--- config.mk ---
export PLATFORM = sky130hd
export DESIGN_NAME = cmdch_channel
export DESIGN_NICKNAME = d
export VERILOG_FILES = /design/src/rtl/cmdch_pkg.sv /design/src/rtl/cmdch_encoder.sv /design/src/rtl/cmdch_lane_mask.sv /design/src/rtl/cmdch_classify.sv /design/src/rtl/cmdch_channel.sv
export SDC_FILE = /design/constraint.sdc
export NUM_CORES = 1
export LEC_CHECK = 0
export ABC_AREA = 1
export BUFFER_PORTS_ARGS = -buffer_cell sky130_fd_sc_hd__buf_2
export CORE_MARGIN = 2
export CORE_UTILIZATION = 43
export CTS_BUF_LIST = sky130_fd_sc_hd__clkbuf_2 sky130_fd_sc_hd__clkbuf_4 sky130_fd_sc_hd__clkbuf_8
export DETAILED_ROUTE_END_ITERATION = 16
export PLACE_DENSITY = 0.8
export SYNTH_ARGS = -nofsm -noshare
export SYNTH_HDL_FRONTEND = slang
export SYNTH_HIERARCHICAL = 1
export SYNTH_SLANG_ARGS = --single-unit
--- constraint.sdc ---
create_clock -name clk -period 1.6 [get_ports clk]
set_clock_uncertainty 0.2 [all_clocks]
set_input_delay 0.24 -clock clk [delete_from_list [all_inputs] [get_ports clk]]
set_output_delay 0.24 -clock clk [all_outputs]
set_load 0.05 [all_outputs]
--- src/rtl/cmdch_pkg.sv ---
package cmdch_pkg;

  localparam int SID_W     = 4;
  localparam int ADDR_W    = 16;
  localparam int LEN_W     = 4;
  localparam int OP_W      = 8;
  localparam int IOP_W     = 5;
  localparam int BC_W      = 3;
  localparam int WORD_W    = 32;
  localparam int MAX_BYTES = 8;
  localparam int WORD_BYTES = WORD_W / 8;
  localparam int DATA_W    = MAX_BYTES * 8;
  localparam int STAT_W    = 4;
  localparam int RES_W     = 3;

  // status vector bit positions
  localparam int ST_DONE = 0;
  localparam int ST_FAIL = 1;
  localparam int ST_DENY = 2;
  localparam int ST_DROP = 3;

  typedef enum logic [1:0] {
    K_READ  = 2'd0,
    K_WRITE = 2'd1,
    K_CTRL  = 2'd2,
    K_NONE  = 2'd3
  } kind_e;

  typedef enum logic [RES_W-1:0] {
    RES_OK      = 3'd0,
    RES_INVALID = 3'd1,
    RES_DENIED  = 3'd2,
    RES_FAILED  = 3'd3,
    RES_DROPPED = 3'd4,
    RES_TIMEOUT = 3'd5
  } res_e;

  typedef struct packed {
    logic             ok;
    logic [IOP_W-1:0] code;
  } xlate_t;

  function automatic xlate_t xlate_opcode(input logic [1:0] kind, input logic [OP_W-1:0] op);
    xlate_t x;
    x.ok   = 1'b1;
    x.code = '0;
    unique case (kind)
      K_READ: begin
        if (op >= 8'h60 && op <= 8'h7F)      x.code = 5'd15;
        else if (op >= 8'h20 && op <= 8'h2F) x.code = 5'd13;
        else if (op >= 8'h38 && op <= 8'h3F) x.code = 5'd1;
        else                                 x.ok   = 1'b0;
      end
      K_WRITE: begin
        if (op[7])                           x.code = 5'd16;
        else if (op >= 8'h40 && op <= 8'h5F) x.code = 5'd14;
        else if (op <= 8'h0F)                x.code = 5'd2;
        else if (op >= 8'h30 && op <= 8'h37) x.code = 5'd0;
        else                                 x.ok   = 1'b0;
      end
      K_CTRL: begin
        if (op >= 8'h10 && op <= 8'h13)      x.code = 5'd3 + {3'b000, op[1:0]};
        else                                 x.ok   = 1'b0;
      end
      default: x.ok = 1'b0;
    endcase
    return x;
  endfunction

endpackage

--- src/rtl/cmdch_encoder.sv ---
module cmdch_encoder
  import cmdch_pkg::*;
(
  input  logic [1:0]        kind,
  input  logic [OP_W-1:0]   opcode,
  input  logic [SID_W-1:0]  sid,
  input  logic [ADDR_W-1:0] addr,
  input  logic [LEN_W-1:0]  len,
  output logic              ok,
  output logic [WORD_W-1:0] cmd_word
);

  localparam logic [LEN_W-1:0] LEN_MAX = LEN_W'(MAX_BYTES);

  xlate_t            x;
  logic              len_ok;
  logic [LEN_W-1:0]  len_m1;
  logic [BC_W-1:0]   bc;

  assign x      = xlate_opcode(kind, opcode);
  assign len_ok = (len != '0) && (len <= LEN_MAX);
  assign len_m1 = len - LEN_W'(1);
  assign bc     = len_m1[BC_W-1:0];
  assign ok     = x.ok && ((kind == K_CTRL) || len_ok);

  always_comb begin
    if (kind == K_CTRL) cmd_word = {x.code, 3'b000, sid, 20'h00000};
    else                cmd_word = {x.code, 3'b000, sid, addr, 1'b0, bc};
  end

endmodule

--- src/rtl/cmdch_lane_mask.sv ---
module cmdch_lane_mask #(
  parameter int NBYTES = 8,
  parameter int LEN_W  = 4
) (
  input  logic [NBYTES*8-1:0] din,
  input  logic [LEN_W-1:0]    len,
  output logic [NBYTES*8-1:0] dout
);

  for (genvar b = 0; b < NBYTES; b++) begin : g_lane
    assign dout[b*8 +: 8] = (len > LEN_W'(b)) ? din[b*8 +: 8] : 8'h00;
  end

endmodule

--- src/rtl/cmdch_classify.sv ---
module cmdch_classify
  import cmdch_pkg::*;
(
  input  logic [STAT_W-1:0] status,
  output logic              done,
  output res_e              res
);

  assign done = status[ST_DONE];

  always_comb begin
    if (status[ST_DENY])      res = RES_DENIED;
    else if (status[ST_FAIL]) res = RES_FAILED;
    else if (status[ST_DROP]) res = RES_DROPPED;
    else                      res = RES_OK;
  end

endmodule

--- src/rtl/cmdch_channel.sv ---
module cmdch_channel
  import cmdch_pkg::*;
#(
  parameter int MAX_POLLS = 100
) (
  input  logic                 clk,
  input  logic                 rst_n,
  input  logic                 req_valid,
  input  logic [1:0]           req_kind,
  input  logic [OP_W-1:0]      req_opcode,
  input  logic [SID_W-1:0]     req_sid,
  input  logic [ADDR_W-1:0]    req_addr,
  input  logic [LEN_W-1:0]     req_len,
  input  logic [DATA_W-1:0]    req_wdata,
  output logic                 busy,
  output logic                 res_valid,
  output logic [RES_W-1:0]     res_code,
  output logic [DATA_W-1:0]    res_rdata,
  output logic                 rsp_wd_we,
  output logic                 rsp_wd_sel,
  output logic [WORD_W-1:0]    rsp_wd_word,
  output logic                 rsp_cmd_we,
  output logic [WORD_W-1:0]    rsp_cmd_word,
  output logic                 rsp_stat_rd,
  input  logic [STAT_W-1:0]    rsp_status,
  input  logic [WORD_W-1:0]    rsp_rdata0,
  input  logic [WORD_W-1:0]    rsp_rdata1
);

  localparam int POLL_W = $clog2(MAX_POLLS + 1);
  localparam logic [POLL_W-1:0] LAST_POLL = POLL_W'(MAX_POLLS - 1);
  localparam logic [LEN_W-1:0]  ONE_WORD  = LEN_W'(WORD_BYTES);

  typedef enum logic [2:0] {
    S_IDLE, S_LOAD0, S_LOAD1, S_ISSUE, S_POLL, S_REPORT
  } state_e;

  state_e              state_q, state_d;
  logic                cap_en;
  logic [WORD_W-1:0]   cmd_q;
  logic [DATA_W-1:0]   wd_q;
  logic [LEN_W-1:0]    len_q;
  logic [1:0]          kind_q;
  logic [POLL_W-1:0]   poll_q, poll_d;
  res_e                res_q, res_d;
  logic [DATA_W-1:0]   rd_q, rd_d;

  logic                enc_ok;
  logic [WORD_W-1:0]   enc_cmd;
  logic [DATA_W-1:0]   wd_masked;
  logic [DATA_W-1:0]   rd_masked;
  logic                st_done;
  res_e                st_res;

  cmdch_encoder u_enc (
    .kind     (req_kind),
    .opcode   (req_opcode),
    .sid      (req_sid),
    .addr     (req_addr),
    .len      (req_len),
    .ok       (enc_ok),
    .cmd_word (enc_cmd)
  );

  cmdch_lane_mask #(.NBYTES(MAX_BYTES), .LEN_W(LEN_W)) u_wmask (
    .din  (req_wdata),
    .len  (req_len),
    .dout (wd_masked)
  );

  cmdch_lane_mask #(.NBYTES(MAX_BYTES), .LEN_W(LEN_W)) u_rmask (
    .din  ({rsp_rdata1, rsp_rdata0}),
    .len  (len_q),
    .dout (rd_masked)
  );

  cmdch_classify u_cls (
    .status (rsp_status),
    .done   (st_done),
    .res    (st_res)
  );

  // next-state logic
  always_comb begin
    state_d = state_q;
    cap_en  = 1'b0;
    poll_d  = poll_q;
    res_d   = res_q;
    rd_d    = rd_q;
    unique case (state_q)
      S_IDLE: begin
        if (req_valid) begin
          cap_en = 1'b1;
          rd_d   = '0;
          if (!enc_ok) begin
            res_d   = RES_INVALID;
            state_d = S_REPORT;
          end else if (req_kind == K_WRITE) begin
            state_d = S_LOAD0;
          end else begin
            state_d = S_ISSUE;
          end
        end
      end
      S_LOAD0:  state_d = (len_q > ONE_WORD) ? S_LOAD1 : S_ISSUE;
      S_LOAD1:  state_d = S_ISSUE;
      S_ISSUE: begin
        poll_d  = '0;
        state_d = S_POLL;
      end
      S_POLL: begin
        if (st_done) begin
          res_d   = st_res;
          if ((kind_q == K_READ) && (st_res == RES_OK)) rd_d = rd_masked;
          state_d = S_REPORT;
        end else if (poll_q == LAST_POLL) begin
          res_d   = RES_TIMEOUT;
          state_d = S_REPORT;
        end else begin
          poll_d  = poll_q + POLL_W'(1);
        end
      end
      S_REPORT: state_d = S_IDLE;
      default:  state_d = S_IDLE;
    endcase
  end

  // registers
  always_ff @(posedge clk or negedge rst_n) begin
    if (!rst_n) begin
      state_q <= S_IDLE;
      poll_q  <= '0;
      res_q   <= RES_OK;
      rd_q    <= '0;
      cmd_q   <= '0;
      wd_q    <= '0;
      len_q   <= '0;
      kind_q  <= K_READ;
    end else begin
      state_q <= state_d;
      poll_q  <= poll_d;
      res_q   <= res_d;
      rd_q    <= rd_d;
      if (cap_en) begin
        cmd_q  <= enc_cmd;
        wd_q   <= wd_masked;
        len_q  <= req_len;
        kind_q <= req_kind;
      end
    end
  end

  assign busy         = (state_q != S_IDLE);
  assign res_valid    = (state_q == S_REPORT);
  assign res_code     = res_q;
  assign res_rdata    = rd_q;
  assign rsp_wd_we    = (state_q == S_LOAD0) || (state_q == S_LOAD1);
  assign rsp_wd_sel   = (state_q == S_LOAD1);
  assign rsp_wd_word  = rsp_wd_sel ? wd_q[DATA_W-1 -: WORD_W] : wd_q[WORD_W-1:0];
  assign rsp_cmd_we   = (state_q == S_ISSUE);
  assign rsp_cmd_word = cmd_q;
  assign rsp_stat_rd  = (state_q == S_POLL);

endmodule

* Word-level counts from Yosys, hierarchy flattened
Index checks and enable logic that the tools add are counted.
Widths: inputs -> output; s select.
** Cells by class
- Reduce and logical (&&, ||, !) cells :: 23
- Equality and inequality tests :: 15
- Mux-type cells :: 58
- Add/subtract/negate cells :: 3
- Order comparisons :: 30
** Operators with widths (number)
- $mux 64 :: 3
- $mux 8 :: 16
- $pmux 64 s2 :: 1
- $gt 4x3->1 const B :: 8
- $mux 32 :: 1
- $mux 3 :: 10
- $mux 5 :: 5
- $ge 8x6->1 const B :: 3
- $le 8x6->1 const B :: 3
- $mux 20 :: 1
- $ge 8x7->1 const B :: 2
- $gt 4x1->1 const B :: 4
- $gt 4x2->1 const B :: 4
- $le 8x7->1 const B :: 2
- $pmux 3 s5 :: 1
- $pmux 5 s3 :: 1
- $mux 7 :: 2
- $pmux 7 s2 :: 1
- $mux 1 :: 12
- $logic_and 1x1->1 :: 9
- $ge 8x5->1 const B :: 1
- $le 8x4->1 const B :: 1
- $le 8x5->1 const B :: 1
- $ne 2x2->1 const B :: 4
- other kinds (24) :: 33
** Word-level totals
- Input port bits :: 169
- Word-level logic and storage cells :: 137
- Flip-flop bits (word level) :: 179

* Depth between registers and ports, before layout
Gate-level depths: netlist of run 1.
- Word-level depth :: 11
- Gate-level depth with buffers :: 11
- Depth with buffers taken out :: 10

* Cells and area by module
Netlist of run 1, hierarchy kept.
** By module, submodules not included
- cmdch_channel :: cells each 937, times used 1, area an instance 7679.9 um^2
- cmdch_lane_mask :: cells each 140, times used 2, area an instance 615.6 um^2
- cmdch_encoder :: cells each 93, times used 1, area an instance 469.2 um^2
- cmdch_classify :: cells each 6, times used 1, area an instance 28.8 um^2

* Least setup slack after synthesis of run 1
No wires, ideal clock.
- Path kind :: flip-flop to output port
- From :: register state_q[2]
- To :: output res_valid
- Path slack :: -0.462 ns
- Required time :: 1.160 ns
- Stages on the path, launching flop included :: 3
- Data arrival time :: 1.622 ns
- Buffers on the path :: 0
- Cell sequence :: dfrtp_1 inv_1 nor3_1
** On the way
- Cells in the longest elaborated chain, start to end :: 1
** Ends and longest elaborated chain
- from (decl) :: RTL line cmdch_channel.sv:38 : state_e state_q, state_d;
- from (signal assigned) :: RTL line cmdch_channel.sv:140 : state_q <= state_d;
- $eq 3x3->1 :: RTL line cmdch_channel.sv:154 : assign res_valid = (state_q == S_REPORT);
- to (decl) :: RTL line cmdch_channel.sv:16 : output logic res_valid,
Every way passes these cells.

* Worst setup path after layout of run 1
- From :: register state_q[2]
- To :: output rsp_wd_word[28]
** On the way
- Cells in the longest elaborated chain, start to end :: 2
** Ends and longest elaborated chain
- $eq 3x2->1 :: RTL line cmdch_channel.sv:158 : assign rsp_wd_sel = (state_q == S_LOAD1);
- $mux 32 :: RTL line cmdch_channel.sv:159 : assign rsp_wd_word = rsp_wd_sel ? wd_q[DATA_W-1 -: WORD_W] : wd_q[WORD_W-1:0];
- to (decl) :: RTL line cmdch_channel.sv:21 : output logic [WORD_W-1:0] rsp_wd_word,
Every way passes these cells.

==> results.md, run 1 <==
* # diodes at 0
* Endpoints failing setup at 234
* Crit Path Class: reg2out
* Max Fclk at 0.451 GHz
* Pin count of the biggest net entering global routing at 91
* Met1 GRT Util at 36.9%
* Final #Nets at 2057
* Maximum VDD drop at 0.00123 V
* Top-count cell post-synth: nand2_1
* Dpl hpwl at 19.4 mm
* Gpl congestion at 0.858
* Post-synth top flop: dfrtp_1
* Met2 Use GR at 54.7%
* Die Y at 152 um
* Pre-CTS setup slack at -366 ps
* Arr. time, crit path at 1780 ps
* Period utilisation layout at 139%
* Top Usage Layer GRT: met2
* CTS clk-pin slew, worst paths at 100 ps
* Layout area overhead at 87.0%
* Ys Warns at 6
* Vias at 12448
* Starting density of the core at 43.5%
* DRC at 0
* Clk root buf: clkbuf_8
* Slew Limit Fails at 0
* RSZ-0062 raised after global routing: true
* Final min period at 2220 ps
* Core box area at 21600 um^2
* Initial antenna violation count at 2
* Min Hold Slack at 25.6 ps
* Placed Cells at 1907
* Vias in the first global route at 11351
* TritonRoute pass-1 iters at 6
* Bufs on Longest Clock Path at 2
* Via/cell ratio at 5.72
* Layout cells sized above 1 at 44.4%
* DR iter-0 viols at 1329
* Final std cells w/o fill at 2177
* First-pass GRT wire length at 58.7 mm
* Die X at 152 um
* Cell Area, Synth at 9410 um^2
* Leak at 9.39 nW
* PnR worst setup slack at -618 ps
* TNS Setup at -89640 ps
* CP endpoint kind: primary output
* Remaining antenna violation count at 0
* Synthesized instance count at 1316
* Die area at 23100 um^2
* HP Class: in2reg
* Status: finished with violations
* Register area share after synthesis at 47.6%
* Worst-skew pair later-pin latency at 470 ps
* Top cells by area, synth: dfrtp_1 (48%), nand2_1 (20%), nand3_1 (6.4%)
* Pwr dens at 1910 nW/um^2
* Count of flip-flops with a built-in enable after synthesis at 0
* Max-cap violations at 0
* Critical Path Fanout Max at 17
* Post-synth top area cell: dfrtp_1
* Failing checks: setup timing
* Clock sink count at 179
* Post-synth top cells: nand2_1 (492), dfrtp_1 (179), inv_1 (156)
* Crit path launch type: flop
* Pwr Total at 33.6 mW
* Port Buffers at 305
* Total Wirelength at 47.9 mm
* Wire per inst at 22.0 um
* Met3 GRT Util at 7.59%
* Row cnt at 54
* Total GRT Usage at 31.6%
* WP data required at 1160 ps
* Synth Register Bits at 179
* Cell variety after synth at 33
* Htree depth at 4
* Num CTS Buffers at 17
* Max-Slew Margin vs Limit at 39.8%
* Final hold violation count at 0
* Global route overflow at 0
* I/O pins at 306
* Post-synth ARST share at 100%
* CTS tree: built
* Yosys top cell area share at 47.6%
* Mean post-synth cell area at 7.15 um^2
* Worst-Margin Slew at 899 ps
[cells in the final DEF (no fill, tap or decap), types with 4 or more instances in the layout]
cell type / count
nand2_1: 354
buf_2: 212
dfrtp_1: 177
dlygate4sd3_1: 160
inv_1: 152
nor2_1: 134
nand2_4: 106
nand3_2: 94
buf_4: 84
o21ai_2: 51
buf_8: 41
nand2_2: 40
buf_12: 32
clkbuf_4: 31
buf_6: 28
clkbuf_16: 22
clkbuf_8: 18
a21boi_0: 16
nand3_1: 15
o21ai_1: 13
nand3_4: 12
buf_16: 12
inv_2: 10
nor2_4: 8
nand2_8: 8
nor2_2: 7
a21oi_1: 5
clkinvlp_4: 5
inv_4: 4
o21ai_4: 4
ha_1: 4
conb_1: 4
[routing by layer]
metal  wire length (um)  vias to the layer above
li1                   -                     5139
met1              16100                     5824
met2              23100                     1127
met3               4790                      358
met4               3930                        0
met5                  0                        -
[power breakdown]
| part | total (mW) | leakage (nW) | switching (mW) | internal (mW) |
|---|---|---|---|---|
| Sequential | 7.75 | 2.36 | 1.58 | 6.17 |
| Clock | 3.17 | 0.179 | 1.86 | 1.31 |
| Combinational | 22.6 | 6.85 | 13.8 | 8.81 |
| Total | 33.6 | 9.39 | 17.3 | 16.3 |
[registers in the layout, indices dropped and copies added (netlist names)]
register and flops:
kind_q 2, len_q 4, poll_q 7, res_code 3, res_rdata 64, rsp_cmd_word 32
state_q 3, wd_q 64
[timing repair]
| action | 4_1_cts | 5_1_grt |
|---|---|---|
| endpoints found under the setup margin | 215 | 318 |
| pin swaps | 10 | 123 |
| gates resized for setup | 162 | 454 |
| setup buffers | 7 | 33 |
| cloned | 12 | 30 |
| endpoints found under the hold margin | 338 | 0 |
| hold buffers | 160 | 0 |
[path summary, 6_finish.rpt]
path                       slack, ps                      endpoint  depth (start not counted)                         start
setup / recovery                -620               rsp_wd_word[28]                          6        state_q[2]$_DFFE_PN0P_
hold / removal                    30          len_q[1]$_DFFE_PN0P_                          4                    req_len[1]
setup reg to reg                -570     res_rdata[55]$_DFFE_PN0P_                         13        state_q[1]$_DFFE_PN0P_
hold reg to reg                  290  rsp_cmd_word[26]$_DFFE_PN0P_                          2  rsp_cmd_word[26]$_DFFE_PN0P_
max in group asynchronous         60          wd_q[29]$_DFFE_PN0P_                          4                         rst_n
min in group asynchronous        540          wd_q[17]$_DFFE_PN0P_                          3                         rst_n
[stage by stage]
stage                     instance area [um^2]  util, %
after global placement                   12000     55.7
after detailed placement                 12000     55.7
after global routing                     17600     81.4
after CTS                                15000     69.2
after floorplan                           9790        -
final                                    17600     81.4
[area by class of cell]
class                           instances  area (um^2)
Clock buffer                           20          256
Clock inverter                         12          123
Sequential cell                       179         4480
Fill cell                            1067         4020
Inverter                              167          649
Timing Repair Buffer                  620         5970
Multi-Input combinational cell        899         5770
Tap cell                              280          350
[kinds of logic after synthesis]
| kind of cell | share of synthesized area (%) |
|---|---|
| adders and majority gates | 0.532 |
| xor gates and xnor gates | 0.466 |
| and+or+nand+nor | 34.5 |
| buffers and inverters | 11.1 |
| AOI/OAI and AO/OA | 5.82 |
| DFF | 47.6 |
| other | 0.0399 |
[critical path: stages, from the launching register on]
cell,delay [ps]
dfrtp_2,440
nor2_4,140
nand2_4,120
buf_6,200
nand2_1,160
nand2_4,80
buf_8,150
Note: power is estimated with default switching activity, not from simulation.
==> inputs of run 2 (changes only) <==
--- a/config.mk
+++ b/config.mk
@@ -6,12 +6,14 @@
 export NUM_CORES = 1
 export LEC_CHECK = 0
 export ABC_AREA = 1
-export BUFFER_PORTS_ARGS = -buffer_cell sky130_fd_sc_hd__buf_2
+export CELL_PAD_IN_SITES_DETAIL_PLACEMENT = 1
+export CELL_PAD_IN_SITES_GLOBAL_PLACEMENT = 1
 export CORE_MARGIN = 2
-export CORE_UTILIZATION = 43
+export CORE_UTILIZATION = 42
 export CTS_BUF_LIST = sky130_fd_sc_hd__clkbuf_2 sky130_fd_sc_hd__clkbuf_4 sky130_fd_sc_hd__clkbuf_8
 export DETAILED_ROUTE_END_ITERATION = 16
-export PLACE_DENSITY = 0.8
+export DONT_BUFFER_PORTS = 1
+export PLACE_DENSITY = 0.87
 export SYNTH_ARGS = -nofsm -noshare
 export SYNTH_HDL_FRONTEND = slang
 export SYNTH_HIERARCHICAL = 1
==> run 2 against run 1 <==
  * The flow finishes with violations (hold timing, setup timing)
  * Clock power grew 10%
  * Sequential power grew 48%
  * Non-clock buffer count shrank 402
  * First-iteration DRC count shrank 38%
  * Total power shrank 5.2%
  * Cell area shrank 15%
  * Worst setup slack gained 21 ps
  * Wire length grew 4.7%
  * Critical path depth shrank 1
  * Critical path type unchanged
  * Largest power group unchanged
==> results.md, run 2 (same netlist as run 1, synthesis figures left out) <==
* Status: finished with violations (unchanged)
* Failing checks: hold timing, setup timing (was setup timing)
* Via/cell ratio at 5.93 (was 5.72)
* PnR worst setup slack at -597 ps (was -618 ps)
* Max-cap violations at 0 (unchanged)
* Port Buffers at 0 (was 305)
* Layout cells sized above 1 at 44.4% (about the same)
* Die X at 154 um (was 152 um)
* Max-Slew Margin vs Limit at 46.0% (was 39.8%)
* Core box area at 21900 um^2 (was 21600 um^2)
* Die Y at 154 um (was 152 um)
* Dpl hpwl at 19.5 mm (was 19.4 mm)
* Placed Instance Area at 10400 um^2 (was 12000 um^2)
* Die area at 23600 um^2 (was 23100 um^2)
* Min Hold Slack at -772 ps (was 25.6 ps)
* Crit Path Class: reg2out (unchanged)
* Final hold violation count at 276 (was 0)
* Layout area overhead at 58.7% (was 87.0%)
* Starting density of the core at 43.0% (was 43.5%)
* CP cell instances: nor2_4 > nand2_4 > buf_12 > nand2_1 > nand2_8 (was nor2_4 > nand2_4 > buf_6 > nand2_1 > nand2_4 > buf_8)
* Clk root buf: clkbuf_8 (unchanged)
* CP endpoint kind: primary output (unchanged)
* Slew Limit Fails at 0 (unchanged)
* Most common cell after layout, fill and taps aside: nand2_1 (unchanged)
* Fillcell total at 2368 (was 1067)
* Crit path launch type: flop (unchanged)
* Total Wirelength at 50.1 mm (was 47.9 mm)
* CTS clk-pin slew, worst paths at 110 ps (was 100 ps)
* WP data required at 1160 ps (about the same)
* Initial antenna violation count at 1 (was 2)
* Final min period at 2200 ps (was 2220 ps)
* CTS tree: built (unchanged)
* Global route overflow at 0 (unchanged)
* Critical Path Fanout Max at 33 (was 17)
* Final #Nets at 1655 (was 2057)
* Arr. time, crit path at 1760 ps (was 1780 ps)
* Vias at 10510 (was 12448)
* # diodes at 0 (unchanged)
* RSZ-0062 raised after global routing: true (unchanged)
* Clock sink count at 179 (unchanged)
* Num CTS Buffers at 17 (unchanged)
* Remaining antenna violation count at 0 (unchanged)
* Max Fclk at 0.455 GHz (was 0.451 GHz)
* Gpl congestion at 0.803 (was 0.858)
* Slowest stage delay, CP at 470 ps (was 440 ps)
* TNS Setup at -80070 ps (was -89640 ps)
* Period utilisation layout at 137% (was 139%)
* Wire per inst at 28.3 um (was 22.0 um)
* Htree depth at 4 (unchanged)
* Worst-Margin Slew at 807 ps (was 899 ps)
* CP max-delay cell: dfrtp_2 (unchanged)
* Most frequent cells in the layout: nand2_1 (246), inv_1 (152), nor2_1 (134) (was nand2_1 (354), buf_2 (212), dfrtp_1 (177))
* TritonRoute pass-1 iters at 5 (was 6)
* Post-route cell area at 14900 um^2 (was 17600 um^2)
* Maximum VDD drop at 0.00100 V (was 0.00123 V)
* Endpoints failing setup at 224 (was 234)
* Pwr dens at 2130 nW/um^2 (was 1910 nW/um^2)
* HP Class: in2async (was in2reg)
* DR iter-0 viols at 820 (was 1329)
* Leak at 7.34 nW (was 9.39 nW)
* Total GRT Usage at 32.3% (was 31.6%)
* Bufs on Longest Clock Path at 2 (unchanged)
* First-pass GRT wire length at 60.2 mm (was 58.7 mm)
* DRC at 0 (unchanged)
* Pin count of the biggest net entering global routing at 180 (was 91)
* Worst-skew pair later-pin latency at 490 ps (was 470 ps)
* Fin util at 68.2% (was 81.4%)
* Pre-CTS setup slack at -228 ps (was -366 ps)
* Hold_buf cts at 78 (was 160)
* I/O pins at 306 (unchanged)
* Row cnt at 54 (unchanged)
* Vias in the first global route at 10652 (was 11351)
* Pwr Total at 31.8 mW (was 33.6 mW)
run 2: what timing repair did:
item                                    4_1_cts  5_1_grt
cloned                                       24       11
endpoints found under the setup margin      245      303
resized for setup                           120      497
endpoints found under the hold margin       354      276
buffers inserted                             14       28
pin swaps                                    24       64
run 2: worst max-delay path, delay by kind of cell (launching register included):
| kind | cells | cell delay [ps] |
|---|---|---|
| AND/OR/NAND/NOR | 4 | 590 |
| buffers and inverters | 1 | 190 |
| flip-flops | 1 | 470 |
run 2: layer usage:
layer  vias to the layer above  part of all wire [%]  track usage [%]  wire (um)
li1                       4331                     -                -          -
met5                         -                 0.022                0         11
met1                      5310                    35             37.8      17600
met3                       208                   8.4             8.17       4230
met2                       659                    51             57.2      25600
met4                         2                   5.4             12.1       2710
run 2: final cells by class:
cell class              instances  area (um^2)  share of cell area [%]
inverters                     167          652                    4.37
clock inverters                12          155                    1.04
clock buffers                  17          234                    1.57
repair buffers                218         2880                    19.3
multi-input cells             899         6070                    40.7
flip-flops and latches        179         4590                    30.7
well taps                     280          350                    2.35
run 2: per-stage QoR:
step,cells,hold WS [ps]
floorplan,1319,-256
global placement,1594,-252
detailed placement,1594,-253
CTS,1739,-770
global route,1772,-781
finish,1772,-772
run 2: report_power, final:
group / total (mW) / leakage [nW] / switching, mW / internal (mW)
registers: 11.5 / 2.23 / 5.23 / 6.27
clock network: 3.50 / 0.195 / 1.97 / 1.53
logic: 16.8 / 4.91 / 10.2 / 6.66
run 2: final timing paths:
path,endpoint,start,cells after the start,slack [ps]
worst max-delay path,rsp_wd_word[21],state_q[2]$_DFFE_PN0P_,5,-600
max in group asynchronous,res_rdata[12]$_DFFE_PN0P_,rst_n,0,1620
worst min-delay path,res_rdata[41]$_DFFE_PN0P_,rst_n,0,-770
worst min register to register,wd_q[4]$_DFFE_PN0P_,wd_q[4]$_DFFE_PN0P_,2,290
worst max register to register,res_rdata[12]$_DFFE_PN0P_,state_q[0]$_DFFE_PN0P_,11,-500
min in group clk,wd_q[26]$_DFFE_PN0P_,req_valid,2,-320
==> inputs of run 3 (changes only) <==
--- a/config.mk
+++ b/config.mk
@@ -7,13 +7,13 @@
 export LEC_CHECK = 0
 export ABC_AREA = 1
 export CELL_PAD_IN_SITES_DETAIL_PLACEMENT = 1
-export CELL_PAD_IN_SITES_GLOBAL_PLACEMENT = 1
+export CELL_PAD_IN_SITES_GLOBAL_PLACEMENT = 2
 export CORE_MARGIN = 2
-export CORE_UTILIZATION = 42
+export CORE_UTILIZATION = 32
 export CTS_BUF_LIST = sky130_fd_sc_hd__clkbuf_2 sky130_fd_sc_hd__clkbuf_4 sky130_fd_sc_hd__clkbuf_8
 export DETAILED_ROUTE_END_ITERATION = 16
 export DONT_BUFFER_PORTS = 1
-export PLACE_DENSITY = 0.87
+export PLACE_DENSITY = 0.86
 export SYNTH_ARGS = -nofsm -noshare
 export SYNTH_HDL_FRONTEND = slang
 export SYNTH_HIERARCHICAL = 1
==> run 3 against run 2 <==
  * The flow still finishes with violations (hold timing, setup timing)
  * Non-clock buffer count up 18
  * Clock power about the same
  * Count of clock-buffer cells in the layout up 2
  * Worst setup slack worse by 1.7 ps
  * Combinational power about the same
  * Via count down 7.8%
  * Hold slack better by 21 ps
  * Die area up 30%
  * Critical path type is now reg2reg
  * Largest power group unchanged
  * Highest routed layer is now met4
==> results.md, run 3 (same netlist as run 1, synthesis figures left out) <==
* Max-Slew Margin vs Limit at 55.9% (was 46.0%)
* Initial antenna violation count at 1 (unchanged)
* First-pass GRT wire length at 55.3 mm (was 60.2 mm)
* Starting density of the core at 32.6% (was 43.0%)
* Remaining antenna violation count at 0 (unchanged)
* Port Buffers at 0 (unchanged)
* Die X at 175 um (was 154 um)
* Max-cap violations at 0 (unchanged)
* Total Wirelength at 43.2 mm (was 50.1 mm)
* Status: finished with violations (unchanged)
* Worst path depth at 12 (was 5)
* Via/cell ratio at 5.10 (was 5.93)
* Worst-Margin Slew at 659 ps (was 807 ps)
* Slowest stage delay, CP at 460 ps (was 470 ps)
* HP Class: in2async (unchanged)
* R2R Path Start: state_q[0]$_DFFE_PN0P_ (unchanged)
* WP data required at 1780 ps (was 1160 ps)
* CTS tree: built (unchanged)
* Pre-CTS setup slack at -189 ps (was -228 ps)
* Row cnt at 62 (was 54)
* Period utilisation layout at 137% (about the same)
* Core box area at 28900 um^2 (was 21900 um^2)
* Die Y at 175 um (was 154 um)
* Cell depth of the worst flop-to-flop path at 12 (was 11)
* Pwr dens at 2070 nW/um^2 (was 2130 nW/um^2)
* Largest delay contributor family on the critical path: buffers and inverters (was simple AND/OR/NAND/NOR gates)
* Die area at 30800 um^2 (was 23600 um^2)
* Num CTS Buffers at 17 (unchanged)
* Most frequent cells in the layout: nand2_1 (249), inv_1 (153), nor2_1 (135) (was nand2_1 (246), inv_1 (152), nor2_1 (134))
* Critical Path Fanout Max at 6 (was 33)
* Crit path launch type: flop (unchanged)
* Layout area overhead at 60.7% (was 58.7%)
* Htree depth at 4 (unchanged)
* Final hold violation count at 276 (unchanged)
* Total GRT Usage at 23.0% (was 32.3%)
* PnR worst setup slack at -598 ps (was -597 ps)
* Clk root buf: clkbuf_8 (unchanged)
* Final #Nets at 1673 (was 1655)
* Fillcell total at 3271 (was 2368)
* Wire per inst at 22.8 um (was 28.3 um)
* CP endpoint: res_rdata[4]$_DFFE_PN0P_ (was rsp_wd_word[21])
* Hold_buf cts at 79 (was 78)
* DRC at 0 (unchanged)
* Clock sink count at 179 (unchanged)
* Gpl congestion at 0.798 (was 0.803)
* I/O pins at 306 (unchanged)
* Pwr Total at 31.4 mW (was 31.8 mW)
* Min Hold Slack at -751 ps (was -772 ps)
* Global route overflow at 0 (unchanged)
* RR Endpoint: res_rdata[4]$_DFFE_PN0P_ (was res_rdata[12]$_DFFE_PN0P_)
* Slew Limit Fails at 0 (unchanged)
* CP cell instances: buf_6 > buf_6 > inv_4 > nand2_4 > nor2_4 > buf_6 > nand2_8 > nand2_8 > nand2_8 > buf_12 > buf_16 > o21ai_2 (was nor2_4 > nand2_4 > buf_12 > nand2_1 > nand2_8)
* Layout cells sized above 1 at 44.6% (was 44.4%)
* Maximum VDD drop at 0.000911 V (was 0.00100 V)
* FF-to-FF setup slack at -600 ps (was -500 ps)
* Vias in the first global route at 9883 (was 10652)
* Most common cell after layout, fill and taps aside: nand2_1 (unchanged)
* Bufs on Longest Clock Path at 2 (unchanged)
* Final min period at 2200 ps (about the same)
* CTS clk-pin slew, worst paths at 100 ps (was 110 ps)
* Pin count of the biggest net entering global routing at 180 (unchanged)
* CP max-delay cell: dfrtp_2 (unchanged)
* Leak at 7.45 nW (was 7.34 nW)
* Endpoints failing setup at 218 (was 224)
* Crit Path Class: reg2reg (was reg2out)
* WP buf/inv at 6 (was 1)
* RSZ-0062 raised after global routing: true (unchanged)
* Worst setup startpoint: state_q[0]$_DFFE_PN0P_ (was state_q[2]$_DFFE_PN0P_)
* TritonRoute pass-1 iters at 5 (unchanged)
* Vias at 9686 (was 10510)
* Max Fclk at 0.455 GHz (about the same)
* Dpl hpwl at 20.6 mm (was 19.5 mm)
* Arr. time, crit path at 2370 ps (was 1760 ps)
* DR iter-0 viols at 565 (was 820)
* Failing checks: hold timing, setup timing (unchanged)
* Worst-skew pair later-pin latency at 470 ps (was 490 ps)
* CP endpoint kind: flop (was primary output)
## run 3: changes by cell type in the layout (fill, tap and decap cells not counted), sizes merged
cell / delta
bufinv: -1
clkinvlp: -1
buf: +10
bufbuf: -1
clkbuf: +10
diode: +1
inv: +3
dlygate4sd3: +1
## run 3: what timing repair did
| item | 4_1_cts | 5_1_grt |
|---|---|---|
| cloned | 22 | 24 |
| pin swaps | 23 | 63 |
| endpoints found under the setup margin | 306 | 313 |
| resized for setup | 91 | 508 |
| hold endpoints to repair | 349 | 276 |
| setup buffers | 24 | 26 |
## run 3: cell type report
class	count	area, um^2	area share [%]
multi-input combinational	899	5740	38.0
sequential	179	4600	30.4
timing repair buffer	236	3210	21.2
inverter	167	653	4.32
tap	384	480	3.18
clock buffer	19	262	1.73
clock inverter	13	164	1.08
antenna	1	2.50	0.0166
## run 3: through the flow
step / instance area (um^2) / std cells / TNS [ps] / util [%]
detailed placement: 10600 / 1700 / -18500 / 36.6
global route: 15100 / 1898 / -115110 / 52.4
floorplan: 9790 / 1319 / -2570 / -
global placement: 10600 / 1700 / -12410 / 36.6
CTS: 12900 / 1857 / -92930 / 44.9
finish: 15100 / 1898 / -97130 / 52.4
## run 3: worst register-to-register path, stage by stage (launching register included)
cell and delay [ps]:
dfrtp_2 460, buf_6 130, buf_6 110, inv_4 50, nand2_4 50, nor2_4 140
buf_6 140, nand2_8 80, nand2_8 110, nand2_8 100, buf_12 180, buf_16 140
o21ai_2 230
## run 3: metal layers
layer  vias to the layer above  track usage, %  part of all wire [%]  wire length (um)
met5                         -               0                     0                 0
met4                         0            7.20                   3.0              1280
met3                        78            6.69                   7.4              3210
met2                       397            40.6                    52             22300
met1                      4848            26.9                    38             16400
li1                       4363               -                     -                 -
## run 3: report_power, final
| part | internal [mW] | switching, mW | total (mW) |
|---|---|---|---|
| clock network | 1.54 | 1.96 | 3.50 |
| logic | 7.13 | 9.51 | 16.6 |
| registers | 6.29 | 4.92 | 11.2 |
## run 3: worst min path at each step
stage | end | slack (ps) | cells past startpoint
after floorplan | kind_q[0]$_DFFE_PN0P_ | -260 | 0
after global placement | res_rdata[0]$_DFFE_PN0P_ | -250 | 0
after detailed placement | res_rdata[0]$_DFFE_PN0P_ | -250 | 0
after CTS | wd_q[14]$_DFFE_PN0P_ | -800 | 0
after global routing | res_rdata[0]$_DFFE_PN0P_ | -800 | 0
final | res_rdata[61]$_DFFE_PN0P_ | -750 | 0
